File: config.mk
export PLATFORM = sky130hd
export DESIGN_NAME = uart_lsr
export DESIGN_NICKNAME = d
export VERILOG_FILES = /design/src/rtl/uart_lsr_pkg.sv /design/src/rtl/lsr_sticky_flag.sv /design/src/rtl/lsr_rx_status.sv /design/src/rtl/lsr_tx_status.sv /design/src/rtl/uart_lsr.sv
export SDC_FILE = /design/constraint.sdc
export NUM_CORES = 1
export LEC_CHECK = 0
export CAP_MARGIN = 25
export CORE_AREA = 4 4 41 43
export DETAILED_ROUTE_END_ITERATION = 16
export DIE_AREA = 0 0 45 47
export DONT_BUFFER_PORTS = 1
export GPL_TIMING_DRIVEN = 0
export PLACE_DENSITY_LB_ADDON = 0.2
export SLEW_MARGIN = 10
export SYNTH_ARGS = -nofsm -noshare
export SYNTH_HDL_FRONTEND = slang
export SYNTH_SLANG_ARGS = --single-unit
export TNS_END_PERCENT = 100
File: constraint.sdc
create_clock -name clk -period 1.2 [get_ports clk]
set_input_delay 0.18 -clock clk [delete_from_list [all_inputs] [get_ports clk]]
set_output_delay 0.18 -clock clk [all_outputs]
set_load 0.01 [all_outputs]
File: src/rtl/uart_lsr_pkg.sv
package uart_lsr_pkg;
  localparam int LSR_W      = 8;
  localparam int NUM_STICKY = 4;   // overrun, parity, framing, break
  // bit positions software decodes
  localparam int B_DR   = 0;
  localparam int B_OVR  = 1;
  localparam int B_PAR  = 2;
  localparam int B_FRM  = 3;
  localparam int B_BRK  = 4;
  localparam int B_THRE = 5;
  localparam int B_TEMT = 6;
  localparam int B_ESUM = 7;
  localparam int STK_LO = B_OVR;
  localparam int STK_HI = STK_LO + NUM_STICKY - 1;
endpackage

File: src/rtl/lsr_sticky_flag.sv
module lsr_sticky_flag (
  input  logic clk,
  input  logic rst_n,
  input  logic set_i,
  input  logic clr_i,
  output logic flag_o
);
  always_ff @(posedge clk or negedge rst_n) begin
    if (!rst_n)      flag_o <= 1'b0;
    else if (set_i)  flag_o <= 1'b1;
    else if (clr_i)  flag_o <= 1'b0;
  end

  // a set event is visible after the edge, even against a read
  p_set_wins_r3: assert property (@(posedge clk) disable iff (!rst_n)
    set_i |=> flag_o);
  // read alone clears
  p_read_clears_r3: assert property (@(posedge clk) disable iff (!rst_n)
    (clr_i && !set_i) |=> !flag_o);
  // nothing changes without a set or a read
  p_hold_r3: assert property (@(posedge clk) disable iff (!rst_n)
    (!set_i && !clr_i) |=> $stable(flag_o));
endmodule

File: src/rtl/lsr_rx_status.sv
module lsr_rx_status
  import uart_lsr_pkg::*;
(
  input  logic                  clk,
  input  logic                  rst_n,
  input  logic                  fifo_mode,
  input  logic                  rx_buf_full,
  input  logic                  rx_fifo_nempty,
  input  logic [NUM_STICKY-1:0] char_ev,     // [0]=ovr [1]=par [2]=frm [3]=brk
  input  logic [NUM_STICKY-2:0] head_tag,    // [0]=par [1]=frm [2]=brk
  input  logic                  fifo_err_any,
  input  logic                  lsr_rd,
  output logic                  data_rdy,
  output logic [NUM_STICKY-1:0] sticky,
  output logic                  err_sum
);
  logic [NUM_STICKY-1:0] set_vec;

  assign data_rdy = fifo_mode ? rx_fifo_nempty : rx_buf_full;

  // overrun always comes from the receiver strobe
  assign set_vec[0] = char_ev[0];

  genvar gi;
  generate
    for (gi = 1; gi < NUM_STICKY; gi++) begin : g_err_src
      assign set_vec[gi] = fifo_mode ? (head_tag[gi-1] & rx_fifo_nempty)
                                     : char_ev[gi];
    end
    for (gi = 0; gi < NUM_STICKY; gi++) begin : g_flag
      lsr_sticky_flag u_flag (
        .clk    (clk),
        .rst_n  (rst_n),
        .set_i  (set_vec[gi]),
        .clr_i  (lsr_rd),
        .flag_o (sticky[gi])
      );
    end
  endgenerate

  // queue-wide error summary
  always_ff @(posedge clk or negedge rst_n) begin
    if (!rst_n)            err_sum <= 1'b0;
    else if (!fifo_mode)   err_sum <= 1'b0;
    else if (fifo_err_any) err_sum <= 1'b1;
    else if (lsr_rd)       err_sum <= 1'b0;
  end

  p_esum_char_zero_r7: assert property (@(posedge clk) disable iff (!rst_n)
    !fifo_mode |=> !err_sum);
  p_esum_set_r8: assert property (@(posedge clk) disable iff (!rst_n)
    (fifo_mode && fifo_err_any) |=> err_sum);
  p_esum_keep_r8: assert property (@(posedge clk) disable iff (!rst_n)
    (fifo_mode && err_sum && !lsr_rd) |=> err_sum);
  p_fifo_ignores_strobe_r4: assert property (@(posedge clk) disable iff (!rst_n)
    (fifo_mode && !rx_fifo_nempty && !lsr_rd) |=> $stable(sticky[NUM_STICKY-1:1]));
endmodule

File: src/rtl/lsr_tx_status.sv
module lsr_tx_status (
  input  logic clk,
  input  logic rst_n,
  input  logic fifo_mode,
  input  logic hold_load,
  input  logic hold_empty,
  input  logic shift_empty,
  input  logic txq_empty,
  input  logic cpu_wr,
  input  logic irq_en,
  output logic thre,
  output logic temt,
  output logic irq
);
  logic txq_empty_q;
  logic txq_rise;
  logic thre_set;

  always_ff @(posedge clk or negedge rst_n) begin
    if (!rst_n) txq_empty_q <= 1'b1;
    else        txq_empty_q <= txq_empty;
  end

  assign txq_rise = txq_empty & ~txq_empty_q;
  assign thre_set = fifo_mode ? txq_rise : hold_load;
  assign temt     = shift_empty & (fifo_mode ? txq_empty : hold_empty);

  always_ff @(posedge clk or negedge rst_n) begin
    if (!rst_n) begin
      thre <= 1'b1;
      irq  <= 1'b0;
    end else if (cpu_wr) begin
      thre <= 1'b0;
      irq  <= 1'b0;
    end else if (thre_set) begin
      thre <= 1'b1;
      if (!thre && irq_en) irq <= 1'b1;
    end
  end

  p_wr_clears_thre_r5: assert property (@(posedge clk) disable iff (!rst_n)
    cpu_wr |=> !thre);
  p_thre_hold_r5: assert property (@(posedge clk) disable iff (!rst_n)
    (!cpu_wr && !hold_load && !txq_empty) |=> $stable(thre));
  p_irq_on_rise_r9: assert property (@(posedge clk) disable iff (!rst_n)
    $rose(irq) |-> ($rose(thre) && $past(irq_en)));
  p_wr_clears_irq_r9: assert property (@(posedge clk) disable iff (!rst_n)
    cpu_wr |=> !irq);
endmodule

File: src/rtl/uart_lsr.sv
module uart_lsr
  import uart_lsr_pkg::*;
(
  input  logic             clk,
  input  logic             rst_n,
  input  logic             fifo_mode,
  input  logic             rx_buf_full,
  input  logic             rx_fifo_nempty,
  input  logic             rx_ovr_ev,
  input  logic             rx_par_ev,
  input  logic             rx_frm_ev,
  input  logic             rx_brk_ev,
  input  logic             head_par_tag,
  input  logic             head_frm_tag,
  input  logic             head_brk_tag,
  input  logic             rx_fifo_err_any,
  input  logic             tx_hold_load,
  input  logic             tx_hold_empty,
  input  logic             tx_shift_empty,
  input  logic             tx_fifo_empty,
  input  logic             cpu_tx_wr,
  input  logic             cpu_lsr_rd,
  input  logic             thre_irq_en,
  output logic [LSR_W-1:0] lsr,
  output logic             thre_irq
);
  logic                  data_rdy;
  logic [NUM_STICKY-1:0] sticky;
  logic                  err_sum;
  logic                  thre;
  logic                  temt;

  lsr_rx_status u_rx (
    .clk            (clk),
    .rst_n          (rst_n),
    .fifo_mode      (fifo_mode),
    .rx_buf_full    (rx_buf_full),
    .rx_fifo_nempty (rx_fifo_nempty),
    .char_ev        ({rx_brk_ev, rx_frm_ev, rx_par_ev, rx_ovr_ev}),
    .head_tag       ({head_brk_tag, head_frm_tag, head_par_tag}),
    .fifo_err_any   (rx_fifo_err_any),
    .lsr_rd         (cpu_lsr_rd),
    .data_rdy       (data_rdy),
    .sticky         (sticky),
    .err_sum        (err_sum)
  );

  lsr_tx_status u_tx (
    .clk         (clk),
    .rst_n       (rst_n),
    .fifo_mode   (fifo_mode),
    .hold_load   (tx_hold_load),
    .hold_empty  (tx_hold_empty),
    .shift_empty (tx_shift_empty),
    .txq_empty   (tx_fifo_empty),
    .cpu_wr      (cpu_tx_wr),
    .irq_en      (thre_irq_en),
    .thre        (thre),
    .temt        (temt),
    .irq         (thre_irq)
  );

  always_comb begin
    lsr                 = '0;
    lsr[B_DR]           = data_rdy;
    lsr[STK_HI:STK_LO]  = sticky;
    lsr[B_THRE]         = thre;
    lsr[B_TEMT]         = temt;
    lsr[B_ESUM]         = err_sum;
  end

  // transmitter-empty implies the shift register is idle
  p_temt_needs_shift_r6: assert property (@(posedge clk) disable iff (!rst_n)
    lsr[B_TEMT] |-> tx_shift_empty);
  // interrupt request only alongside an empty holding flag or write pending
  p_irq_with_thre_r1: assert property (@(posedge clk) disable iff (!rst_n)
    thre_irq |-> lsr[B_THRE]);
endmodule

==> flow_summary_export.csv <==
group,metric,value,unit
timing,fmax,929.4,MHz
layout,drive_gt1_share,39.13,%
detailed_routing,wl_met3,108,um
clocking,cts_buffer_depth,2,
timing,holdWs,0.01607,ns
clocking,htree_levels,1,
place,dp_cells,54,
setup_path,end_kind,"primary output",
global_routing,grt_max_degree,9,
clocking,cts_resized,0,
yosys,netlist_area,430.4,um2
power_and_ir_drop,p_leak,0.2410,nW
setup_path,critPathKind,"register to primary output",
layout,final_cells,61,
timing,finClkSkew,0.00005029,ns
timing,worstMarginPinSlew,0.3608,ns
yosys,synth_edf_count,0,
global_routing,track_usage,8.924,%
yosys,avgSynthCellArea,11.04,um2
setup_path,cp_data_required_time,1.02,ns
detailed_routing,vias_per_cell,4.836,
power_and_ir_drop,peakVddDrop,0.0003121,V
timing,maxSlewViolCount,0,
detailed_routing,highest_layer,"met3",
place,portBuffers,0,
floorplanning,core_area,0.001301,mm2
floorplanning,die_w,45,um
detailed_routing,route.met2.wl,425,um
timing,rsz0062_at_grt,"false",
setup_path,path_buf_inv,1,
yosys,yosys.area.top_type,"dfrtp_1",
setup_path,cpMaxStageDelayCell,"dfstp_2",
detailed_routing,ant_nets,0,
power_and_ir_drop,p_per_area,1269,mW/mm2
timing,slew_headroom,75.87,%
clocking,cts.sinks,8,
floorplanning,die_h,47,um
global_routing,overflow,0,
detailed_routing,dr_total_vias,295,
place,dpl.hpwl,720.7,um
yosys,synth_area_leaders,"dfrtp_1, buf_4, dfstp_2",
setup_path,critPathMaxFanout,3,
timing,hold_viol_final,0,
floorplanning,ios,29,
yosys,ys_ff_latch,8,
setup_path,crit_chain,"buf_4",
layout,num_antenna_cells,0,
timing,setup_tns,0,ns
yosys,synth_flop_cell,"dfrtp_1",
floorplanning,dieArea,0.002115,mm2
setup_path,reg2reg_depth,3,
clocking,cts_inserted_buffers,3,
setup_path,max_stage_delay,0.53,ns
yosys,synthTopCellsByCount,"buf_4, dfrtp_1, a221o_1, and3_1",
global_routing,grt_antenna_before_repair,0,
setup_path,arrival,0.90,ns
detailed_routing,routedWlPerCell,14.00,um
yosys,synthCells,39,
clocking,worstSkewPairLatency,0.25,ns
yosys,ys_warn_count,0,
outcome,outcome,"completed",
yosys,synth_top_area_share,34.88,%
layout,seq_area,202.7,um2
yosys,yosysSeqAreaShare,47.09,%
place,gp_congestion,0.6988,
global_routing,grt_pass1_wl,1.242,mm
clocking,clockRootBuffer,"clkbuf_4",
layout,multi_input_area,145.1,um2
global_routing,first_global_vias,306,
timing,period_share,89.67,%
yosys,async_flop_share,100.0,%
yosys,synth_cell_types,17,
detailed_routing,wl_met1,321,um
setup_path,critical-path-top-delay-family,"flip-flops",
layout,fill_cells,138,
min_path,hold-path-cell-count,1,
setup_path,cp.depth,1,
layout,area_growth_syn_to_layout,17.44,%
layout,fin_nets,67,
min_path,hp-class,"input pin to register",
clocking,path_clk_slew,0.06,ns
floorplanning,rows,13,
detailed_routing,drt-initial-drc-count,4,
job,drv_cap,0,
timing,period_needed,1.076,ns
layout,finish.utilization,38.85,%
floorplanning,initial_core_util,33.08,%
setup_path,critPathLaunchType,"register",
detailed_routing,routed_wl,854,um
detailed_routing,drtPass1Iterations,4,
timing,setup-violations-final,0,
clocking,cts_tree,"yes",
yosys,yosysMostFrequentCell,"buf_4",
yosys,syn_nets,59,
detailed_routing,drc_errors,0,
final cells by class:
cell class | instances | area share [%]
Buffer | 9 | 14.11
Clock buffer | 4 | 5.198
Sequential cell | 8 | 40.10
Multi-Input combinational cell | 19 | 28.71
Inverter | 3 | 2.228
Timing Repair Buffer | 3 | 5.941
Tap cell | 15 | 3.713
kinds of logic (layout without fill, tap and decap cells):
kind of cell           Yosys count  in the layout  share of synthesized area [%]
AO/OA/AOI/OAI                    6              6                          11.05
buffers and inverters           12             19                          19.19
flip-flops                       8              8                          47.09
multiplexers                     2              2                          4.942
AND/OR/NAND/NOR                 11             11                          17.73
state kept, by name (all words and copies together), names as in the netlist:
register	cells
u_rx.err_sum	1
u_rx.g_flag.u_flag.flag_o	4
u_tx.irq	1
u_tx.thre	1
u_tx.txq_empty_q	1
metal layers:
layer | vias up | track usage [%]
met2 | 21 | 13.28
met4 | 0 | 8.772
met5 | - | 0
met1 | 134 | 8.392
met3 | 0 | 5.364
li1 | 140 | -
placed cells by master, fill, tap and decap left out:
master	synthesis	layout
a221o_1	3	3
inv_1	2	2
inv_2	1	1
dfrtp_1	6	6
nor3_2	2	2
mux2_1	1	1
a21oi_1	2	2
clkbuf_4	0	3
mux2i_1	1	1
nor3_1	1	1
clkbuf_1	0	1
buf_6	1	1
nor2b_1	2	2
and3_1	3	3
and3b_4	1	1
dfstp_2	2	2
nor2_1	2	2
dlygate4sd3_1	0	3
buf_4	8	8
a21o_1	1	1
metrics by stage:
step / cell area (um2) / total power, mW / setup WS [ns]
floorplan: 430.4 / 0.4007 / 0.1899
global placement: 449.2 / 0.4108 / 0.1836
detailed placement: 449.2 / 0.4145 / 0.1572
CTS: 505.5 / 0.6578 / 0.1060
global route: 505.5 / 0.6843 / 0.08761
finish: 505.5 / 0.6416 / 0.1240
report_power, final:
part | total, mW | leakage, nW | switching, mW | internal [mW]
clock | 0.220 | 0.0150 | 0.0928 | 0.127
combinational | 0.112 | 0.133 | 0.0488 | 0.0637
sequential | 0.309 | 0.0929 | 0.0145 | 0.295
repair_timing:
action	4_1_cts	5_1_grt
buffers inserted	0	0
endpoints found under the hold margin	11	0
hold buffers	3	0
path summary, 6_finish.rpt:
| check | slack [ns] | to | from |
|---|---|---|---|
| max | 0.12 | lsr[5] | u_tx.thre$_DFFE_PN1P_ |
| min | 0.02 | u_rx.g_flag[0].u_flag.flag_o$_DFFE_PN0P_ | rx_ovr_ev |
| min reg2reg | 0.48 | u_rx.g_flag[0].u_flag.flag_o$_DFFE_PN0P_ | u_rx.g_flag[0].u_flag.flag_o$_DFFE_PN0P_ |
| max reg2reg | 0.16 | u_tx.irq$_DFFE_PN0P_ | u_tx.txq_empty_q$_DFF_PN1_ |
| max in group asynchronous | 0.62 | u_tx.txq_empty_q$_DFF_PN1_ | rst_n |
| min in group asynchronous | 0.27 | u_rx.g_flag[0].u_flag.flag_o$_DFFE_PN0P_ | rst_n |
(Power assumes the default switching activity.)
